===== src/rtl/rca_pkg.sv =====
package rca_pkg;

  typedef enum logic [1:0] {
    SEL_AND  = 2'd0,
    SEL_OR   = 2'd1,
    SEL_SUM  = 2'd2,
    SEL_ZERO = 2'd3
  } alu_sel_e;

  // One-bit full adder: returns {carry, sum}.
  function automatic logic [1:0] fa_bit(input logic x, input logic y, input logic c);
    logic s;
    logic co;
    s  = x ^ y ^ c;
    co = (x & y) | (c & (x ^ y));
    return {co, s};
  endfunction

  // Conditional complement of an operand bit.
  function automatic logic cond_inv(input logic v, input logic inv);
    return inv ? ~v : v;
  endfunction

endpackage


===== src/rtl/rca_full_adder.sv =====
module rca_full_adder (
  input  logic x,
  input  logic y,
  input  logic cin,
  output logic sum,
  output logic cout
);
  import rca_pkg::*;

  logic [1:0] pair;

  always_comb begin
    pair = fa_bit(x, y, cin);
  end

  assign sum  = pair[0];
  assign cout = pair[1];

endmodule


===== src/rtl/rca_slice_mux.sv =====
module rca_slice_mux (
  input  logic [1:0] sel,
  input  logic       and_in,
  input  logic       or_in,
  input  logic       sum_in,
  output logic       y
);
  import rca_pkg::*;

  always_comb begin
    unique case (alu_sel_e'(sel))
      SEL_AND:  y = and_in;
      SEL_OR:   y = or_in;
      SEL_SUM:  y = sum_in;
      SEL_ZERO: y = 1'b0;
      default:  y = 1'b0;
    endcase
  end

endmodule


===== src/rtl/rca_bit_slice.sv =====
module rca_bit_slice (
  input  logic       a,
  input  logic       b,
  input  logic       b_inv,
  input  logic       cin,
  input  logic [1:0] sel,
  output logic       y,
  output logic       cout
);
  import rca_pkg::*;

  logic b_eff;
  logic and_bit;
  logic or_bit;
  logic sum_bit;

  assign b_eff   = cond_inv(b, b_inv);
  assign and_bit = a & b_eff;
  assign or_bit  = a | b_eff;

  rca_full_adder u_fa (
    .x    (a),
    .y    (b_eff),
    .cin  (cin),
    .sum  (sum_bit),
    .cout (cout)
  );

  rca_slice_mux u_mux (
    .sel    (sel),
    .and_in (and_bit),
    .or_in  (or_bit),
    .sum_in (sum_bit),
    .y      (y)
  );

endmodule


===== src/rtl/ripple_alu.sv =====
module ripple_alu #(
  parameter int WIDTH = 32
) (
  input  logic [WIDTH-1:0] opa,
  input  logic [WIDTH-1:0] opb,
  input  logic [1:0]       op_sel,
  input  logic             b_inv,
  input  logic             carry_in,
  output logic [WIDTH-1:0] result,
  output logic             carry_out
);
  import rca_pkg::*;

  localparam int XW = WIDTH + 1;

  logic [WIDTH:0] chain;

  assign chain[0] = carry_in;

  for (genvar i = 0; i < WIDTH; i++) begin : g_slice
    rca_bit_slice u_slice (
      .a     (opa[i]),
      .b     (opb[i]),
      .b_inv (b_inv),
      .cin   (chain[i]),
      .sel   (op_sel),
      .y     (result[i]),
      .cout  (chain[i+1])
    );
  end

  assign carry_out = chain[WIDTH];

  // Named events for the checks below.
  logic sel_and;
  logic sel_or;
  logic sel_sum;
  logic sel_zero;
  logic add_mode;
  logic sub_mode;
  logic subm1_mode;

  assign sel_and    = (op_sel == 2'd0);
  assign sel_or     = (op_sel == 2'd1);
  assign sel_sum    = (op_sel == 2'd2);
  assign sel_zero   = (op_sel == 2'd3);
  assign add_mode   = sel_sum && !b_inv;
  assign sub_mode   = sel_sum && b_inv && carry_in;
  assign subm1_mode = sel_sum && b_inv && !carry_in;

  logic [WIDTH-1:0] ref_b;
  logic [XW-1:0]    ref_wide;

  always_comb begin
    ref_b    = b_inv ? ~opb : opb;
    ref_wide = XW'(opa) + XW'(ref_b) + XW'(carry_in);
  end

  always_comb begin
    if (sel_and) begin
      p_and_r1: assert (result == (opa & ref_b)) else $error("R1 AND mismatch");
    end
    if (sel_or) begin
      p_or_r2: assert (result == (opa | ref_b)) else $error("R2 OR mismatch");
    end
    if (add_mode) begin
      p_add_r3: assert ({carry_out, result} == (XW'(opa) + XW'(opb) + XW'(carry_in)))
        else $error("R3 add mismatch");
    end
    if (sub_mode) begin
      p_sub_r4: assert ((result == opa - opb) && (carry_out == (opa >= opb)))
        else $error("R4 subtract mismatch");
    end
    if (subm1_mode) begin
      p_subm1_r5: assert (result == opa - opb - WIDTH'(1)) else $error("R5 mismatch");
    end
    if (sel_zero) begin
      p_zero_r6: assert (result == '0) else $error("R6 zero code mismatch");
    end
    p_cout_r7: assert (carry_out == ref_wide[WIDTH]) else $error("R7 carry mismatch");
  end

endmodule


===== config.mk =====
export PLATFORM = sky130hd
export DESIGN_NAME = ripple_alu
export DESIGN_NICKNAME = d
export VERILOG_FILES = /design/src/rtl/rca_pkg.sv /design/src/rtl/rca_full_adder.sv /design/src/rtl/rca_slice_mux.sv /design/src/rtl/rca_bit_slice.sv /design/src/rtl/ripple_alu.sv
export SDC_FILE = /design/constraint.sdc
export NUM_CORES = 1
export LEC_CHECK = 0
export ABC_AREA = 1
export BUFFER_PORTS_ARGS = -buffer_cell sky130_fd_sc_hd__buf_2
export CELL_PAD_IN_SITES_DETAIL_PLACEMENT = 0
export CELL_PAD_IN_SITES_GLOBAL_PLACEMENT = 2
export CORE_MARGIN = 2
export CORE_UTILIZATION = 28
export DETAILED_ROUTE_END_ITERATION = 8
export PLACE_DENSITY = 0.79
export SLEW_MARGIN = 20
export SYNTH_ARGS = -nofsm -noshare
export SYNTH_HDL_FRONTEND = slang
export SYNTH_SLANG_ARGS = --single-unit

===== constraint.sdc =====
create_clock -name vclk -period 12.3
set_input_delay 0.615 -clock vclk [all_inputs]
set_output_delay 0.615 -clock vclk [all_outputs]
set_load 0.005 [all_outputs]

# After elaboration in Yosys (flattened, before gate mapping)
# Cells that the tools add are included.
[classes] mul=0 shift=0 bitwise=224 n_eq_ne=3 n_div=0 n_addsub=0 mux=64 n_lt_le_gt_ge=0 reduce_logical=1
[ops] operator="one-hot mux 1 bit (4 select lines)" n=32
[ops] operator="bitwise AND 1 bit" n=64
[ops] operator="bitwise OR 1 bit" n=64
[ops] operator="XOR 1 bit" n=64
[ops] operator="2-to-1 mux 1 bit" n=32
[ops] operator="NOT 1 bit" n=32
[ops] operator="== test 2 bit (second input constant)" n=2
[ops] operator="== test 2 x 1 -> 1 bit (second input constant)" n=1
[ops] operator="logical NOT 2 bit" n=1
[word_totals] register_bits=0 inputBits=68 romBits=0 latchBits=0 ramBits=0 mem_count=0 out_inout_bits=33 elab_cells=292

# Logic depth before layout (Yosys ltp)
# Gate-level depths: netlist of run 1.
[logic_depth] ltp_word=67 ltp_mapped=42 mapped_depth_nobuf=40

# Hierarchy
# From an unflattened synthesis of run 1, not the netlist that was laid out.
[unflattened] cells_unflattened=512 hier_area_um2=2762.6
[modules_own_cells] mod="rca_bit_slice" cells_each=9 seq_area_each_um2=0.0 area_each_um2=38.8 instances=32
[modules_own_cells] mod="rca_slice_mux" cells_each=6 seq_area_each_um2=0.0 area_each_um2=27.5 instances=32
[modules_own_cells] mod="rca_full_adder" cells_each=1 seq_area_each_um2=0.0 area_each_um2=20.0 instances=32

# Worst setup path after synthesis of run 1
# Ideal clock, no wire load.
[synth_timing] path_kind="input port to output port" start="input port b_inv" end="output port result[31]" slack_ns=-0.824 required_time_ns=11.685 n_path_buf=2 cell_stages=42 arrival_time_ns=12.509 cell_sequence="buf_6 -> xnor2_1 -> inv_1 -> fa_1 -> fa_1 -> fa_1 -> fa_1 -> fa_1 -> fa_1 -> fa_1 -> fa_1 -> fa_1 -> fa_1 -> fa_1 -> fa_1 -> fa_1 -> fa_1 -> fa_1 -> (+6 left out) -> inv_1 -> fa_1 -> fa_1 -> fa_1 -> fa_1 -> fa_1 -> fa_1 -> fa_1 -> fa_1 -> inv_1 -> fa_1 -> fa_1 -> fa_1 -> fa_1 -> inv_1 -> nand3_1 -> nand3_1 -> buf_4"
[synth_between] elab_chain_cells=66 word_cells_on_any_way=161 cone_classes="mux (33); bitwise (128)"
[synth_lines] item="start, declared" line_no="ripple_alu.sv:7" text="input logic b_inv,"
[synth_lines] item="2-to-1 mux 1 bit" line_no="rca_pkg.sv:21" text="return inv ? ~v : v;"
[synth_lines] item="XOR 1 bit" line_no="rca_pkg.sv:15" text="co = (x & y) | (c & (x ^ y));"
[synth_lines] item="bitwise AND 1 bit" line_no="rca_pkg.sv:15"
[synth_lines] item="bitwise OR 1 bit" line_no="rca_pkg.sv:15"
[synth_lines] item="bitwise AND 1 bit" line_no="rca_pkg.sv:15"
[synth_lines] item="bitwise OR 1 bit" line_no="rca_pkg.sv:15"
[synth_lines] item="bitwise AND 1 bit" line_no="rca_pkg.sv:15"
[synth_lines] item="bitwise OR 1 bit" line_no="rca_pkg.sv:15"
[synth_lines] item="(+50 left out)"
[synth_lines] item="bitwise AND 1 bit" line_no="rca_pkg.sv:15"
[synth_lines] item="bitwise OR 1 bit" line_no="rca_pkg.sv:15"
[synth_lines] item="bitwise AND 1 bit" line_no="rca_pkg.sv:15"
[synth_lines] item="bitwise OR 1 bit" line_no="rca_pkg.sv:15"
[synth_lines] item="bitwise AND 1 bit" line_no="rca_pkg.sv:15"
[synth_lines] item="bitwise OR 1 bit" line_no="rca_pkg.sv:15"
[synth_lines] item="XOR 1 bit" line_no="rca_pkg.sv:14" text="s = x ^ y ^ c;"
[synth_lines] item="one-hot mux 1 bit (4 select lines) *" line_no="rca_slice_mux.sv:11" text="unique case (alu_sel_e'(sel))"
[synth_lines] item="end, declared" line_no="ripple_alu.sv:9" text="output logic [WIDTH-1:0] result,"
# Every way passes the cells marked *; elsewhere a longest branch is shown, timed or not.

# Final worst setup path of run 1
# Ends and elaborated chain as after synthesis.

==> impl_metrics.tcl, run 1 <==
set metrics [dict create \
    max_freq_ghz 0.0800 \
    setup-violations-final 2 \
    postRouteAntennaNets 0 \
    synth.most_common_cell "inv_1" \
    synth.area.top_cells "ha_1 (24%), fa_1 (19%), xnor2_2 (9.9%), nand3_1 (9.7%), buf_4 (9.1%)" \
    die_area_um2 12600 \
    cts_hold_buf 0 \
    ys_warn_count 0 \
    io_buffers 101 \
    synthTopCellsByCount "inv_1 (73), ha_1 (64), nand3_1 (64), buf_4 (40)" \
    grt_pass1_wl_um 12300 \
    grt_usage_pct 11.6 \
    synth.net_count 550 \
    start_util_pct 28.8 \
    holdCritStartpoint "opa[18]" \
    vias 2476 \
    cpMostUsedCell "fa_2" \
    syn_to_final_growth_pct 14.0 \
    vias_per_cell 4.20 \
    fin_ws_ps -207 \
    max_stage_delay_ps 400 \
    crit_start "b_inv" \
    grt_setup_unrepaired "yes" \
    powerDensity_nw_per_um2 42.2 \
    pin_count 101 \
    leakagePower_nw 2.05 \
    synth.largest_area_cell "ha_1" \
    crit_path_start_kind "primary input" \
    fp.dieH_um 112 \
    end_kind "output pin" \
    place_area_um2 3680 \
    hold_path_depth 5 \
    syn-mean-instance-area_um2 8.52 \
    dieWidth_um 112 \
    post-dp-hpwl_um 5390 \
    first_pass_iters 4 \
    period_share_pct 102 \
    finalWirelength_um 7390 \
    nets 612 \
    finalInstanceArea_um2 3750 \
    finalWeightedCongestion 0.699 \
    cp.required_ps 11690 \
    violations "negative setup slack" \
    tns_ps -246 \
    grt_max_degree 35 \
    peakVddDrop_mv 0.0225 \
    arrival_ps 11890 \
    tightest_slew_ps 866 \
    antenna_cells 0 \
    nFillCells 1215 \
    final_util_pct 32.8 \
    slew_violations 0 \
    cp_max_fo 2 \
    grt_pass1_vias 2485 \
    wl_per_cell_um 12.6 \
    critPathKind "in -> out" \
    synth_area_um2 3290 \
    period_minus_slack_ps 12510 \
    slowest_stage "fa_1" \
    hold_viol 0 \
    overflow 0 \
    synth_cell_types 15 \
    antenna_found_initial 0 \
    drc 0 \
    dr.first_iter.drc_count 101 \
    ys_seq_area_share_pct 0 \
    clock_buffers 0 \
    coreArea_um2 11400 \
    maxSlewHeadroom_pct 42.3 \
    drive_gt1_share_pct 39.0 \
    rows 39 \
    hp-class "in -> out" \
    drv_cap 0 \
    synth_cells 386 \
    synth_top_area_share_pct 24.4 \
    seq_cell_count 0 \
    seq_area_um2 0 \
    status "complete, but fails checks" \
]
## critical path: cells and delay by family
kind	cells	cell delay [ps]
buffers and inverters	7	490
and+or+nand+nor	2	200
adders and majority gates	32	10380
xor gates and xnor gates	1	160
## final cells by class
class	instances	area, um^2	share of cell area (%)
inverter	76	285	7.61
timing repair buffer	113	612	16.3
tap	143	179	4.77
multi-input combinational	257	2670	71.3
## where the power goes
| part | leakage (nW) | switching, mW | internal [mW] | total, mW |
|---|---|---|---|---|
| Combinational | 2.05 | 0.0831 | 0.0749 | 0.158 |
| Sequential | 0 | 0 | 0 | 0 |
| Clock | 0 | 0 | 0 | 0 |
## logic make-up after synthesis
kind of cell / synth area share (%)
adders and majority gates: 43.8
buffers and inverters: 21.8
and+or+nand+nor: 21.3
xor gates and xnor gates: 13.1
## per-stage QoR
step / total power [mW] / setup slack, ps / instances / hold slack, ps
3_3_place_gp: 0.153 / -521 / 587 / 1680
6_report: 0.158 / -207 / 589 / 1670
2_1_floorplan: 0.123 / 2.42 / 386 / 1510
4_1_cts: 0.159 / -380 / 588 / 1680
3_5_place_dp: 0.156 / -572 / 587 / 1680
5_1_grt: 0.184 / -592 / 589 / 1720
## cells in the final DEF, fill, tap and decap left out
cell,synthesis,final
fa_2,0,30
buf_2,6,99
ha_1,64,64
inv_1,73,68
nand3_2,0,1
nand3b_1,32,32
xnor2_2,20,20
xnor2_1,12,11
nor2_8,1,1
buf_4,40,12
buf_8,1,1
fa_1,32,2
xnor2_4,0,1
nand2_1,32,32
buf_6,4,1
inv_2,3,8
nand3_1,64,63
## path summary, 6_finish.rpt
| path | to |
|---|---|
| hold / removal | result[18] |
| setup / recovery | result[31] |
## what timing repair did
item / CTS / global route
buffers inserted: 1 / 1
resized for setup: 6 / 15
endpoints found under the setup margin: 5 / 5
pin swaps: 2 / 3
## metal layers
metal	wire length (um)	global-route usage, %	vias to the layer above
met1	3330	15.5	1165
met3	397	1.62	0
met4	0	0	0
met5	0	0	-
li1	-	-	1252
met2	3670	21.2	59
Note: power is estimated with default switching activity, not from simulation.
==> run 2: changes to the inputs <==
--- a/config.mk
+++ b/config.mk
@@ -5,15 +5,14 @@
 export SDC_FILE = /design/constraint.sdc
 export NUM_CORES = 1
 export LEC_CHECK = 0
-export ABC_AREA = 1
 export BUFFER_PORTS_ARGS = -buffer_cell sky130_fd_sc_hd__buf_2
 export CELL_PAD_IN_SITES_DETAIL_PLACEMENT = 0
 export CELL_PAD_IN_SITES_GLOBAL_PLACEMENT = 2
 export CORE_MARGIN = 2
 export CORE_UTILIZATION = 28
 export DETAILED_ROUTE_END_ITERATION = 8
-export PLACE_DENSITY = 0.79
-export SLEW_MARGIN = 20
+export PLACE_DENSITY = 0.8
+export SLEW_MARGIN = 30
 export SYNTH_ARGS = -nofsm -noshare
 export SYNTH_HDL_FRONTEND = slang
 export SYNTH_SLANG_ARGS = --single-unit
==> run 2 against run 1 <==
Effect of this change:
- the flow still finishes with violations (negative setup slack)
- clock-buffer cell count unchanged
- setup slack better by 62 ps
- largest power group unchanged
- die area down 9.2%
- combinational power fell by 7%
- critical endpoint unchanged
- via count is 15% lower
- cell area is 9.0% lower
- global-route usage down 1.5 points
- synthesized area is 9.5% lower
- cell count shrank 12%
- maximum frequency rose by 0.49%
==> impl_metrics.tcl, run 2 <==
set metrics [dict create \
    status "complete, but fails checks" \
    violations "negative setup slack" \
    vias_per_cell 4.08 \
    coreArea_um2 10300 \
    synth.area.top_cells "ha_1 (27%), fa_1 (22%), xor2_1 (9.4%), mux2i_1 (8.7%), inv_1 (8.6%)" \
    p_comb_share_pct 100.0 \
    p_int_uw 70.8 \
    postRouteAntennaNets 0 \
    seq_area_um2 0 \
    synthTopCellsByCount "inv_1 (68), ha_1 (64), buf_4 (32), fa_1 (32), xor2_1 (32)" \
    drc 0 \
    fp.dieH_um 107 \
    overflow 0 \
    pin_count 101 \
    post-dp-hpwl_um 4710 \
    vias 2107 \
    finalWeightedCongestion 0.709 \
    synth.most_common_cell "inv_1" \
    finalWirelength_um 5880 \
    antenna_cells 0 \
    first_pass_iters 4 \
    slowest_stage "fa_1" \
    rows 37 \
    cp_top_family "adder cells" \
    crit_buf_inv 5 \
    seq_cell_count 0 \
    syn-mean-instance-area_um2 9.27 \
    cts_hold_buf 0 \
    hp-class "in -> out" \
    die_area_um2 11500 \
    io_buffers 101 \
    ys_warn_count 0 \
    synth_cell_types 17 \
    nets 547 \
    start_util_pct 28.8 \
    finalInstanceArea_um2 3410 \
    power_switching_uw 76.7 \
    maxSlewHeadroom_pct 45.5 \
    period_minus_slack_ps 12450 \
    dr.first_iter.drc_count 47 \
    tightest_slew_ps 818 \
    fin_ws_ps -145 \
    leakagePower_nw 1.90 \
    grt_max_degree 46 \
    dieWidth_um 107 \
    tns_ps -145 \
    grt_pass1_wl_um 9710 \
    powerDensity_nw_per_um2 43.3 \
    synth_cells 321 \
    max_freq_ghz 0.0804 \
    cp_max_fo 2 \
    ys_seq_area_share_pct 0 \
    max_stage_delay_ps 410 \
    slew_violations 0 \
    final_cell_mix "buf_2 (100), inv_1 (65), ha_1 (64), xor2_1 (31), fa_2 (30)" \
    place_area_um2 3340 \
    critPathKind "in -> out" \
    cpMostUsedCell "fa_2" \
    final_common_cell "buf_2" \
    grt_usage_pct 10.1 \
    crit_path_start_kind "primary input" \
    synth.largest_area_cell "ha_1" \
    clkPwrFrac_pct 0 \
    p_seq_share_pct 0 \
    peakVddDrop_mv 0.0178 \
    grt_pass1_vias 2166 \
    synth_top_area_share_pct 26.9 \
    drv_cap 0 \
    clock_buffers 0 \
    period_share_pct 101 \
    cp.required_ps 11690 \
    netSwitchingFraction_pct 52.0 \
    synth.net_count 485 \
    hold_viol 0 \
    setup-violations-final 1 \
    antenna_found_initial 0 \
    wl_per_cell_um 11.4 \
    end_kind "output pin" \
    synth_area_um2 2980 \
    grt_setup_unrepaired "yes" \
    syn_to_final_growth_pct 14.6 \
    arrival_ps 11830 \
    nFillCells 1059 \
    drive_gt1_share_pct 37.8 \
]
[run 2: repair_timing]
item | CTS | global route
setup buffers | 1 | 1
setup endpoints to repair | 4 | 3
pin swaps | 1 | 2
resized for setup | 15 | 2
[run 2: final cells by class]
type	count	area (um^2)	share of cell area, %
inverter	68	255	7.49
tap	136	170	4.99
multi-input combinational	205	2420	70.9
timing repair buffer	108	568	16.7
[run 2: power groups by stage]
stage	registers, mW	logic (mW)	clock network, mW
after CTS	0	0.151	0
final	0	0.147	0
after detailed placement	0	0.147	0
after global routing	0	0.171	0
after global placement	0	0.142	0
after floorplan	0	0.117	0
[run 2: per-stage QoR]
step	hold WS, ps	utilization (%)	std cells	power [mW]	setup slack (ps)
2_1_floorplan	1510	-	321	0.117	21.6
3_3_place_gp	1740	32.4	515	0.142	-330
3_5_place_dp	1740	32.4	515	0.147	-451
4_1_cts	1750	32.8	516	0.151	-218
5_1_grt	1780	33.0	517	0.171	-431
6_report	1740	33.0	517	0.147	-145
[run 2: kinds of logic (layout without fill, tap and decap cells)]
| family | Yosys count | count (layout) | synth area share, % |
|---|---|---|---|
| buffers and inverters | 116 | 176 | 22.0 |
| AND/OR/NAND/NOR | 13 | 13 | 2.99 |
| AO/OA/AOI/OAI | 38 | 38 | 8.45 |
| multiplexers | 26 | 26 | 8.75 |
| XOR/XNOR | 32 | 32 | 9.42 |
| adder cells (fa/ha/maj) | 96 | 96 | 48.4 |
[run 2: worst paths after layout]
check | startpoint | to | depth (start not counted)
setup / recovery | b_inv | result[31] | 40
hold / removal | opa[23] | result[23] | 5
[run 2: metal layers]
metal  part of all wire, %  wire length [um]  track usage, %
met5                     0                 0               0
met4                     0                 0               0
met3                   5.5               323           0.729
met2                    50              2930            19.6
met1                    45              2630            12.8
[run 2: tightest hold or removal path, delay by kind of cell]
| kind | cells | cell delay [ps] |
|---|---|---|
| adder cells (fa/ha/maj) | 1 | 130 |
| buffers and inverters | 3 | 310 |
| AO/OA/AOI/OAI | 1 | 70 |
